File: config.mk
export PLATFORM = sky130hd
export DESIGN_NAME = thr_ring
export DESIGN_NICKNAME = d
export VERILOG_FILES = /design/src/rtl/thr_ring_pkg.sv /design/src/rtl/thr_ring_ctrl.sv /design/src/rtl/thr_ring_stage.sv /design/src/rtl/thr_ring.sv
export SDC_FILE = /design/constraint.sdc
export NUM_CORES = 1
export LEC_CHECK = 0
export ABC_AREA = 1
export BUFFER_PORTS_ARGS = -buffer_cell sky130_fd_sc_hd__buf_2
export CAP_MARGIN = 20
export CORE_UTILIZATION = 53
export CTS_CLUSTER_SIZE = 10
export DETAILED_ROUTE_END_ITERATION = 16
export PLACE_DENSITY = 0.78
export SYNTH_ARGS = -nofsm -noshare
export SYNTH_HDL_FRONTEND = slang
export SYNTH_HIERARCHICAL = 1
export SYNTH_SLANG_ARGS = --single-unit
File: constraint.sdc
create_clock -name clk -period 1.8 [get_ports clk]
set_input_delay 0.18 -clock clk [delete_from_list [all_inputs] [get_ports clk]]
set_output_delay 0.18 -clock clk [all_outputs]
set_load 0.05 [all_outputs]
File: src/rtl/thr_ring_pkg.sv
package thr_ring_pkg;
  parameter int unsigned PC_W   = 8;
  parameter int unsigned DATA_W = 8;
  parameter int unsigned TID_W  = 4;

  typedef enum logic [1:0] {
    OP_INC  = 2'd0,
    OP_LD   = 2'd1,
    OP_SYNC = 2'd2,
    OP_BRZ  = 2'd3
  } op_e;

  typedef struct packed {
    logic              valid;   // real thread
    logic              issued;  // instruction captured at slice 0 this trip
    logic              blk;     // this trip's instruction is suppressed
    logic              frozen;  // waiting for sync arrival
    logic              pend;    // read outstanding
    op_e               op;
    logic [TID_W-1:0]  tid;
    logic [PC_W-1:0]   pc;
    logic [PC_W-1:0]   imm;
    logic [DATA_W-1:0] acc;
  } ctx_t;
endpackage

File: src/rtl/thr_ring_ctrl.sv
module thr_ring_ctrl #(
  parameter int TMAX  = 8,
  parameter int TMIN  = 4,
  parameter int LEN_W = 4,
  parameter int IDX_W = 3
) (
  input  logic             clk,
  input  logic             rst_n,
  input  logic             start,
  input  logic [LEN_W-1:0] cfg_len,
  input  logic [LEN_W-1:0] cfg_threads,
  input  logic             pend_mem,
  input  logic             rsp_valid,
  output logic             running,
  output logic             load_en,
  output logic [LEN_W-1:0] thr_cl,
  output logic [LEN_W-1:0] len_q,
  output logic [IDX_W-1:0] tap,
  output logic             stall,
  output logic             adv
);
  logic [LEN_W-1:0] len_cl;
  logic             run_q;
  logic             run_d;
  logic [LEN_W-1:0] len_d;

  always_comb begin
    if (cfg_len < LEN_W'(TMIN))      len_cl = LEN_W'(TMIN);
    else if (cfg_len > LEN_W'(TMAX)) len_cl = LEN_W'(TMAX);
    else                             len_cl = cfg_len;
    thr_cl  = (cfg_threads > len_cl) ? len_cl : cfg_threads;
    load_en = start & ~run_q;
    run_d   = run_q | load_en;
    len_d   = load_en ? len_cl : len_q;
  end

  always_ff @(posedge clk or negedge rst_n) begin
    if (!rst_n) begin
      run_q <= 1'b0;
      len_q <= LEN_W'(TMIN);
    end else if (load_en) begin
      run_q <= run_d;
      len_q <= len_d;
    end
  end

  assign running = run_q;
  assign tap     = IDX_W'(len_q - 1'b1);
  assign stall   = run_q & pend_mem & ~rsp_valid;
  assign adv     = run_q & ~stall;
endmodule

File: src/rtl/thr_ring_stage.sv
module thr_ring_stage
  import thr_ring_pkg::*;
#(
  parameter int STAGE   = 0,
  parameter int MEM_STG = 2,
  parameter int SEQ_STG = 3
) (
  input  ctx_t              cur,
  input  op_e               op_in,
  input  logic [PC_W-1:0]   imm_in,
  input  logic              rsp_valid,
  input  logic [DATA_W-1:0] rsp_data,
  input  logic              sync_arrive,
  output ctx_t              nxt
);
  logic live;

  always_comb begin
    nxt        = cur;
    live       = cur.issued & ~cur.blk;
    nxt.frozen = cur.frozen & ~sync_arrive;
    if (STAGE == 0) begin
      nxt.issued = cur.valid;
      nxt.blk    = cur.frozen & ~sync_arrive;
      nxt.op     = op_in;
      nxt.imm    = imm_in;
    end
    if (STAGE == 1 && live) begin
      if (cur.op == OP_INC) nxt.acc  = cur.acc + 1'b1;
      if (cur.op == OP_LD)  nxt.pend = 1'b1;
    end
    if (STAGE == MEM_STG && cur.pend && rsp_valid) begin
      nxt.acc  = rsp_data;
      nxt.pend = 1'b0;
    end
    if (STAGE == SEQ_STG && live) begin
      nxt.pc = (cur.op == OP_BRZ && cur.acc == '0) ? cur.imm : cur.pc + 1'b1;
      if (cur.op == OP_SYNC) nxt.frozen = 1'b1;
    end
  end
endmodule

File: src/rtl/thr_ring.sv
module thr_ring
  import thr_ring_pkg::*;
#(
  parameter int TMAX    = 8,
  parameter int TMIN    = 4,
  parameter int MEM_STG = 2,
  parameter int LEN_W   = $clog2(TMAX + 1)
) (
  input  logic              clk,
  input  logic              rst_n,
  input  logic              start,
  input  logic [LEN_W-1:0]  cfg_len,
  input  logic [LEN_W-1:0]  cfg_threads,
  input  logic              sync_arrive,
  input  logic [1:0]        iss_op,
  input  logic [PC_W-1:0]   iss_imm,
  input  logic              rsp_valid,
  input  logic [DATA_W-1:0] rsp_data,
  output logic              iss_valid,
  output logic [TID_W-1:0]  iss_tid,
  output logic [PC_W-1:0]   iss_pc,
  output logic              mem_req_valid,
  output logic [TID_W-1:0]  mem_req_tid,
  output logic              stall,
  output logic              running
);
  localparam int IDX_W   = $clog2(TMAX);
  localparam int SEQ_STG = MEM_STG + 1;

  ctx_t             ctx_q [TMAX];
  ctx_t             ctx_d [TMAX];
  ctx_t             nxt   [TMAX];
  logic             load_en, adv, ring_en, pend_mem;
  logic [LEN_W-1:0] thr_cl, len_q;
  logic [IDX_W-1:0] tap_q;

  assign pend_mem = ctx_q[MEM_STG].valid & ctx_q[MEM_STG].pend;

  thr_ring_ctrl #(.TMAX(TMAX), .TMIN(TMIN), .LEN_W(LEN_W), .IDX_W(IDX_W)) u_ctrl (
    .clk(clk), .rst_n(rst_n), .start(start), .cfg_len(cfg_len),
    .cfg_threads(cfg_threads), .pend_mem(pend_mem), .rsp_valid(rsp_valid),
    .running(running), .load_en(load_en), .thr_cl(thr_cl), .len_q(len_q),
    .tap(tap_q), .stall(stall), .adv(adv)
  );

  for (genvar g = 0; g < TMAX; g++) begin : g_slice
    thr_ring_stage #(.STAGE(g), .MEM_STG(MEM_STG), .SEQ_STG(SEQ_STG)) u_stage (
      .cur(ctx_q[g]), .op_in(op_e'(iss_op)), .imm_in(iss_imm),
      .rsp_valid(rsp_valid), .rsp_data(rsp_data), .sync_arrive(sync_arrive),
      .nxt(nxt[g])
    );
  end

  assign ring_en = load_en | adv | (running & sync_arrive);

  always_comb begin
    for (int j = 0; j < TMAX; j++) begin
      ctx_d[j] = ctx_q[j];
      if (load_en) begin
        ctx_d[j]       = '0;
        ctx_d[j].valid = (LEN_W'(j) < thr_cl);
        ctx_d[j].tid   = TID_W'(j);
      end else if (adv) begin
        if (LEN_W'(j) >= len_q) ctx_d[j] = '0;
        else ctx_d[j] = nxt[(j == 0) ? tap_q : IDX_W'(j - 1)];
      end else begin
        ctx_d[j].frozen = ctx_q[j].frozen & ~sync_arrive;
      end
    end
  end

  always_ff @(posedge clk or negedge rst_n) begin
    if (!rst_n) begin
      for (int j = 0; j < TMAX; j++) ctx_q[j] <= '0;
    end else if (ring_en) begin
      for (int j = 0; j < TMAX; j++) ctx_q[j] <= ctx_d[j];
    end
  end

  assign iss_valid     = running & ctx_q[0].valid;
  assign iss_tid       = ctx_q[0].tid;
  assign iss_pc        = ctx_q[0].pc;
  assign mem_req_valid = adv & ctx_q[1].issued & ~ctx_q[1].blk & (ctx_q[1].op == OP_LD);
  assign mem_req_tid   = ctx_q[1].tid;
endmodule

==> qor.yml, run 1 <==
floorplanning:
  die_w_um: 159
  start_util_pct: 53.9
  num_io_pins: 51
  die_area_mm2: 0.0253
  core_region_area_mm2: 0.0242
  rows: 57
  die_h_um: 159
place:
  gp_congestion: 0.860
  port_buffers: 50
  place_ws_ps: -141
  place_hpwl_um: 20200
  dp.cells: 1648
clocking:
  cts_buffers: 26
  root_buffer: "clkbuf_16"
  cts_sinks: 225
  cts_tree: "yes"
  htree_levels: 1
  clk_pin_slew_ps: 60
  insertion_delay_ps: 520
  cts_buffer_depth: 3
layout:
  final_nets: 1426
  drive_gt1_share_pct: 21.4
  stdcell_count: 1714
  area_growth_pct: 6.93
  antennaDiodeCount: 0
  fin_util_pct: 57.6
grt:
  grt_pass1_wl_um: 53100
  grt-ovfl-total: 0
  grt_max_degree: 76
  grt_pass1_vias: 9987
  antenna_found_initial: 0
  grt_usage_pct: 25.7
timing:
  fin_crit_sh_pct: 102
  whs_ps: 61.9
  tightest_slew_ps: 479
  period_minus_slack_ps: 1830
  setup_tns_ps: -93.4
  slew_headroom_pct: 68.1
  worst_slack_ps: -32.6
  rsz0062_at_grt: "yes"
  max_freq_mhz: 546
  drv_slew: 0
  setup_viol: 4
  hold_viol_final: 0
  fin_skew_ps: 8.34
critical_path:
  cp-start-kind: "flop"
  worstPathArrival_ps: 2290
  max_stage_delay_ps: 380
  crit_buf_inv: 5
  reg2reg_from: "u_ctrl/len_q[0]"
  end_kind: "flop"
  cp-startpoint: "u_ctrl/len_q[0]"
  critical_path_class: "reg2reg"
  cp_max_fo: 5
  cp_top_family: "buffers and inverters"
  worstPathCellList: "inv_2 > ha_4 > inv_4 > clkinvlp_4 > buf_12 > clkbuf_16 > nor2_4 > o21ai_1 > o21ai_1 > nand2_1 > nand2_1 > nand2_1 > nand2_1"
  critPathSlowestCell: "dfrtp_1"
  required_ps: 2260
  crit_top_cell: "nand2_1"
route:
  via_per_inst: 6.22
  first_iter_violations: 1419
  antenna_left: 0
  vias: 10700
  drtPass1Iterations: 5
  routed_wl_um: 34800
  wl_per_cell_um: 20.3
  drc: 0
yosys:
  ys_warn_count: 6
  syn_area_mm2: 0.0131
  synth.avg_cell_area_um2: 8.57
  syn_nets: 1563
  synth_cells: 1525
outcome:
  status: "complete, but fails checks"
  violations: "negative setup slack"
pwr:
  power_density_mw_per_mm2: 721
  irDropWorstVdd_mv: 0.677
  p_leak_nw: 6.53
flow_run:
  maxCapViolations: 0
min_path:
  hold_path.class: "in2reg"
  hp-start: "start"
[worst paths after layout]
check / cells after the start / slack (ps) / end
worst min register to register: 1 / 480 / ctx_q[151]
worst max register to register: 13 / -30 / ctx_q[245]
worst max-delay path: 13 / -30 / ctx_q[245]
min in group asynchronous: 2 / 190 / ctx_q[189]
max in group asynchronous: 3 / 930 / ctx_q[77]
worst min-delay path: 4 / 60 / u_ctrl/running
[registers in the layout, indices dropped and copies added, names as in the netlist]
name            count
iss_tid             4
ctx_q             204
u_ctrl/running      1
iss_pc              8
u_ctrl/len_q        4
mem_req_tid         4
[routing by layer]
layer,vias up,GRT usage (%),wire length (um)
met5,-,0,0
met4,0,8.57,1260
met3,113,4.51,3620
met2,662,40.4,15900
met1,5168,36.1,14000
li1,4716,-,-
[cell type report]
class / instances / area [um^2]
clock buffers: 30 / 707
fillers: 2021 / 10300
inverters: 92 / 365
multi-input cells: 873 / 5190
flip-flops and latches: 225 / 5640
well taps: 324 / 405
repair buffers: 170 / 1670
[cells in the final DEF (no fill, tap or decap), types with 25 or more instances in the layout]
cell type and count:
a21oi_1 29, a32o_1 135, buf_12 25, buf_2 48, buf_4 69, clkbuf_16 33
dfrtp_1 221, inv_1 73, nand2_1 247, nand3_1 91, nor2_1 105, o211ai_1 31
o21ai_0 85
[through the flow]
| stage | power [mW] | instance area [um^2] |
|---|---|---|
| after global routing | 10.3 | 14000 |
| after detailed placement | 5.46 | 12600 |
| after floorplan | 5.26 | 13100 |
| after global placement | 5.45 | 12600 |
| after CTS | 10.1 | 13400 |
| final | 10.1 | 14000 |
[report_power, final]
part | total, mW | internal (mW) | switching [mW]
Combinational | 0.315 | 0.120 | 0.195
Sequential | 5.07 | 5.07 | 0.00710
Clock | 4.69 | 2.71 | 1.98
[worst reg2reg max path: cells and delay by family (launching register included)]
kind | cells | cell delay [ps]
buf+inv | 5 | 690
flops | 1 | 380
simple gates | 5 | 350
fa+ha+maj | 1 | 210
compound gates | 2 | 150
[timing repair]
action | 4_1_cts | 5_1_grt
setup buffers | 1 | 13
endpoints found under the hold margin | 157 | 0
gates resized for setup | 3 | 96
cloned | 0 | 10
setup endpoints to repair | 3 | 196
pin swaps | 2 | 36
hold buffers | 12 | 0
Power figures use the tool's default switching activity.
==> inputs of run 2 (changes only) <==
Settings changed: RECOVER_POWER set to 25, TNS_END_PERCENT set to 50.
==> qor.yml, run 2 (synthesized netlist as in run 1, its figures left out) <==
route:
  wl_per_cell_um: 20.5  # was 20.3 um
  routed_wl_um: 35300  # was 34800 um
  drtPass1Iterations: 6  # was 5
  vias: 10700  # about the same
  first_iter_violations: 1140  # was 1419
  antenna_left: 0  # unchanged
  drc: 0  # unchanged
  via_per_inst: 6.23  # was 6.22
grt:
  grt_pass1_wl_um: 52500  # was 53100 um
  grt_pass1_vias: 10100  # was 9987
  grt-ovfl-total: 0  # unchanged
  grt_max_degree: 78  # was 76
  antenna_found_initial: 0  # unchanged
  grt_usage_pct: 25.4  # was 25.7%
critical_path:
  cp-start-kind: "flop"  # unchanged
  cp_top_family: "buffers and inverters"  # unchanged
  worstPathCellList: "nand2_1 > inv_1 > nand2_2 > nor2_4 > nor2_4 > buf_4 > nor2_4 > buf_12 > buf_12 > buf_12 > nand2_1 > o21ai_0"  # was inv_2 > ha_4 > inv_4 > clkinvlp_4 > buf_12 > clkbuf_16 > nor2_4 > o21ai_1 > o21ai_1 > nand2_1 > nand2_1 > nand2_1 > nand2_1
  cp-startpoint: "ctx_q[205]"  # was u_ctrl/len_q[0]
  crit_buf_inv: 5  # unchanged
  critPathSlowestCell: "dfrtp_1"  # unchanged
  cp_max_fo: 10  # was 5
  required_ps: 2250  # was 2260 ps
  critical_path_class: "reg2reg"  # unchanged
  max_stage_delay_ps: 360  # was 380 ps
  end_kind: "flop"  # unchanged
  worstPathArrival_ps: 2300  # was 2290 ps
  reg2reg_from: "ctx_q[205]"  # was u_ctrl/len_q[0]
pwr:
  p_switching_mw: 2.22  # was 2.18 mW
  p_comb_share_pct: 3.1  # about the same
  power_density_mw_per_mm2: 718  # was 721 mW/mm^2
  pwr-share-clk_pct: 46.5  # about the same
  irDropWorstVdd_mv: 0.597  # was 0.677 mV
  p_total_mw: 10.1  # about the same
  p_sw_share_pct: 22.0  # was 21.7%
  p_int_mw: 7.84  # was 7.89 mW
  p_leak_nw: 6.58  # was 6.53 nW
  p_seq_share_pct: 50.4  # was 50.3%
clocking:
  clk_pin_slew_ps: 60  # about the same
  cts_buffer_depth: 3  # unchanged
  root_buffer: "clkbuf_16"  # unchanged
  cts_sinks: 225  # unchanged
  htree_levels: 1  # unchanged
  insertion_delay_ps: 540  # was 520 ps
  cts_tree: "yes"  # unchanged
  cts_buffers: 26  # unchanged
timing:
  setup_tns_ps: -389  # was -93.4 ps
  fin_skew_ps: 17.4  # was 8.34 ps
  tightest_slew_ps: 1380  # was 479 ps
  drv_slew: 0  # unchanged
  rsz0062_at_grt: "yes"  # unchanged
  fin_crit_sh_pct: 103  # was 102%
  slew_headroom_pct: 8.05  # was 68.1%
  max_freq_mhz: 540  # was 546 MHz
  setup_viol: 22  # was 4
  whs_ps: 33.1  # was 61.9 ps
  period_minus_slack_ps: 1850  # was 1830 ps
  hold_viol_final: 0  # unchanged
  worst_slack_ps: -51.3  # was -32.6 ps
floorplanning:
  die_w_um: 159  # unchanged
  num_io_pins: 51  # unchanged
  rows: 57  # unchanged
  start_util_pct: 53.9  # unchanged
  die_h_um: 159  # unchanged
  core_region_area_mm2: 0.0242  # unchanged
  die_area_mm2: 0.0253  # unchanged
min_path:
  hp-start: "start"  # unchanged
  hold_path.class: "in2reg"  # unchanged
place:
  place_hpwl_um: 20000  # was 20200 um
  place_ws_ps: -163  # was -141 ps
  port_buffers: 50  # unchanged
  gp_congestion: 0.883  # was 0.860
layout:
  register_area_mm2: 0.00564  # about the same
  final_nets: 1427  # was 1426
  layout_commonest_cell: "nand2_1"  # unchanged
  drive_gt1_share_pct: 19.9  # was 21.4%
  multiInputGateArea_mm2: 0.00510  # was 0.00519 mm^2
  regMostFlops: "ctx_q"  # unchanged
  area_growth_pct: 7.21  # was 6.93%
  fill_cells: 2051  # was 2021
  mostFrequentLayoutCells: "255 x nand2_1, 220 x dfrtp_1, 135 x a32o_1"  # was 247 x nand2_1, 221 x dfrtp_1, 135 x a32o_1
  fin_util_pct: 57.8  # was 57.6%
  largest_register_ffs: 204  # unchanged
  antennaDiodeCount: 0  # unchanged
outcome:
  status: "complete, but fails checks"  # unchanged
  violations: "negative setup slack"  # unchanged
flow_run:
  maxCapViolations: 0  # unchanged
## run 2: final cells by class
class	count	share of cell area, %
inverter	92	2.58
clock inverter	1	0.116
multi-input combinational	873	36.4
tap	324	2.89
sequential	225	40.2
timing repair buffer	171	12.8
clock buffer	37	5.01
## run 2: per-layer routing
metal / vias up / part of all wire, % / GRT usage (%)
li1: 4708 / - / -
met1: 5295 / 40 / 35.5
met2: 599 / 45 / 39.0
met3: 134 / 9.9 / 5.26
met4: 0 / 4.6 / 9.13
met5: - / 0 / 0
## run 2: power groups by stage
stage	Sequential [mW]	Combinational, mW	Clock (mW)
global route	5.07	0.346	4.91
global placement	5.16	0.285	0
floorplan	5.16	0.103	0
detailed placement	5.16	0.294	0
CTS	5.07	0.315	4.72
finish	5.07	0.309	4.68
## run 2: worst paths after layout
| kind | to | slack [ps] | cells after the start |
|---|---|---|---|
| min in group asynchronous | ctx_q[224] | 500 | 2 |
| max in group asynchronous | ctx_q[140] | 230 | 3 |
| min | u_ctrl/running | 30 | 4 |
| min reg2reg | ctx_q[106] | 480 | 2 |
| max | ctx_q[74] | -50 | 12 |
| max reg2reg | ctx_q[74] | -50 | 12 |
## run 2: repair_timing
item                                    CTS  global route
gates cloned                              0            14
hold buffers                             12             0
setup buffers                             2            11
hold endpoints to repair                228             0
endpoints found under the setup margin    4           123
gates resized for setup                   3            77
pin swaps                                 2            47
## run 2: per-stage QoR
step	area (um^2)	std cells
global placement	12500	1646
finish	14000	1723
floorplan	13100	1525
global route	14000	1723
detailed placement	12500	1646
CTS	13400	1698
## run 2: worst reg2reg max path, stage by stage (launching register included)
cell	delay, ps
dfrtp_1	360
nand2_1	60
inv_1	60
nand2_2	70
nor2_4	140
nor2_4	50
buf_4	170
nor2_4	240
buf_12	200
buf_12	140
buf_12	130
nand2_1	70
o21ai_0	90
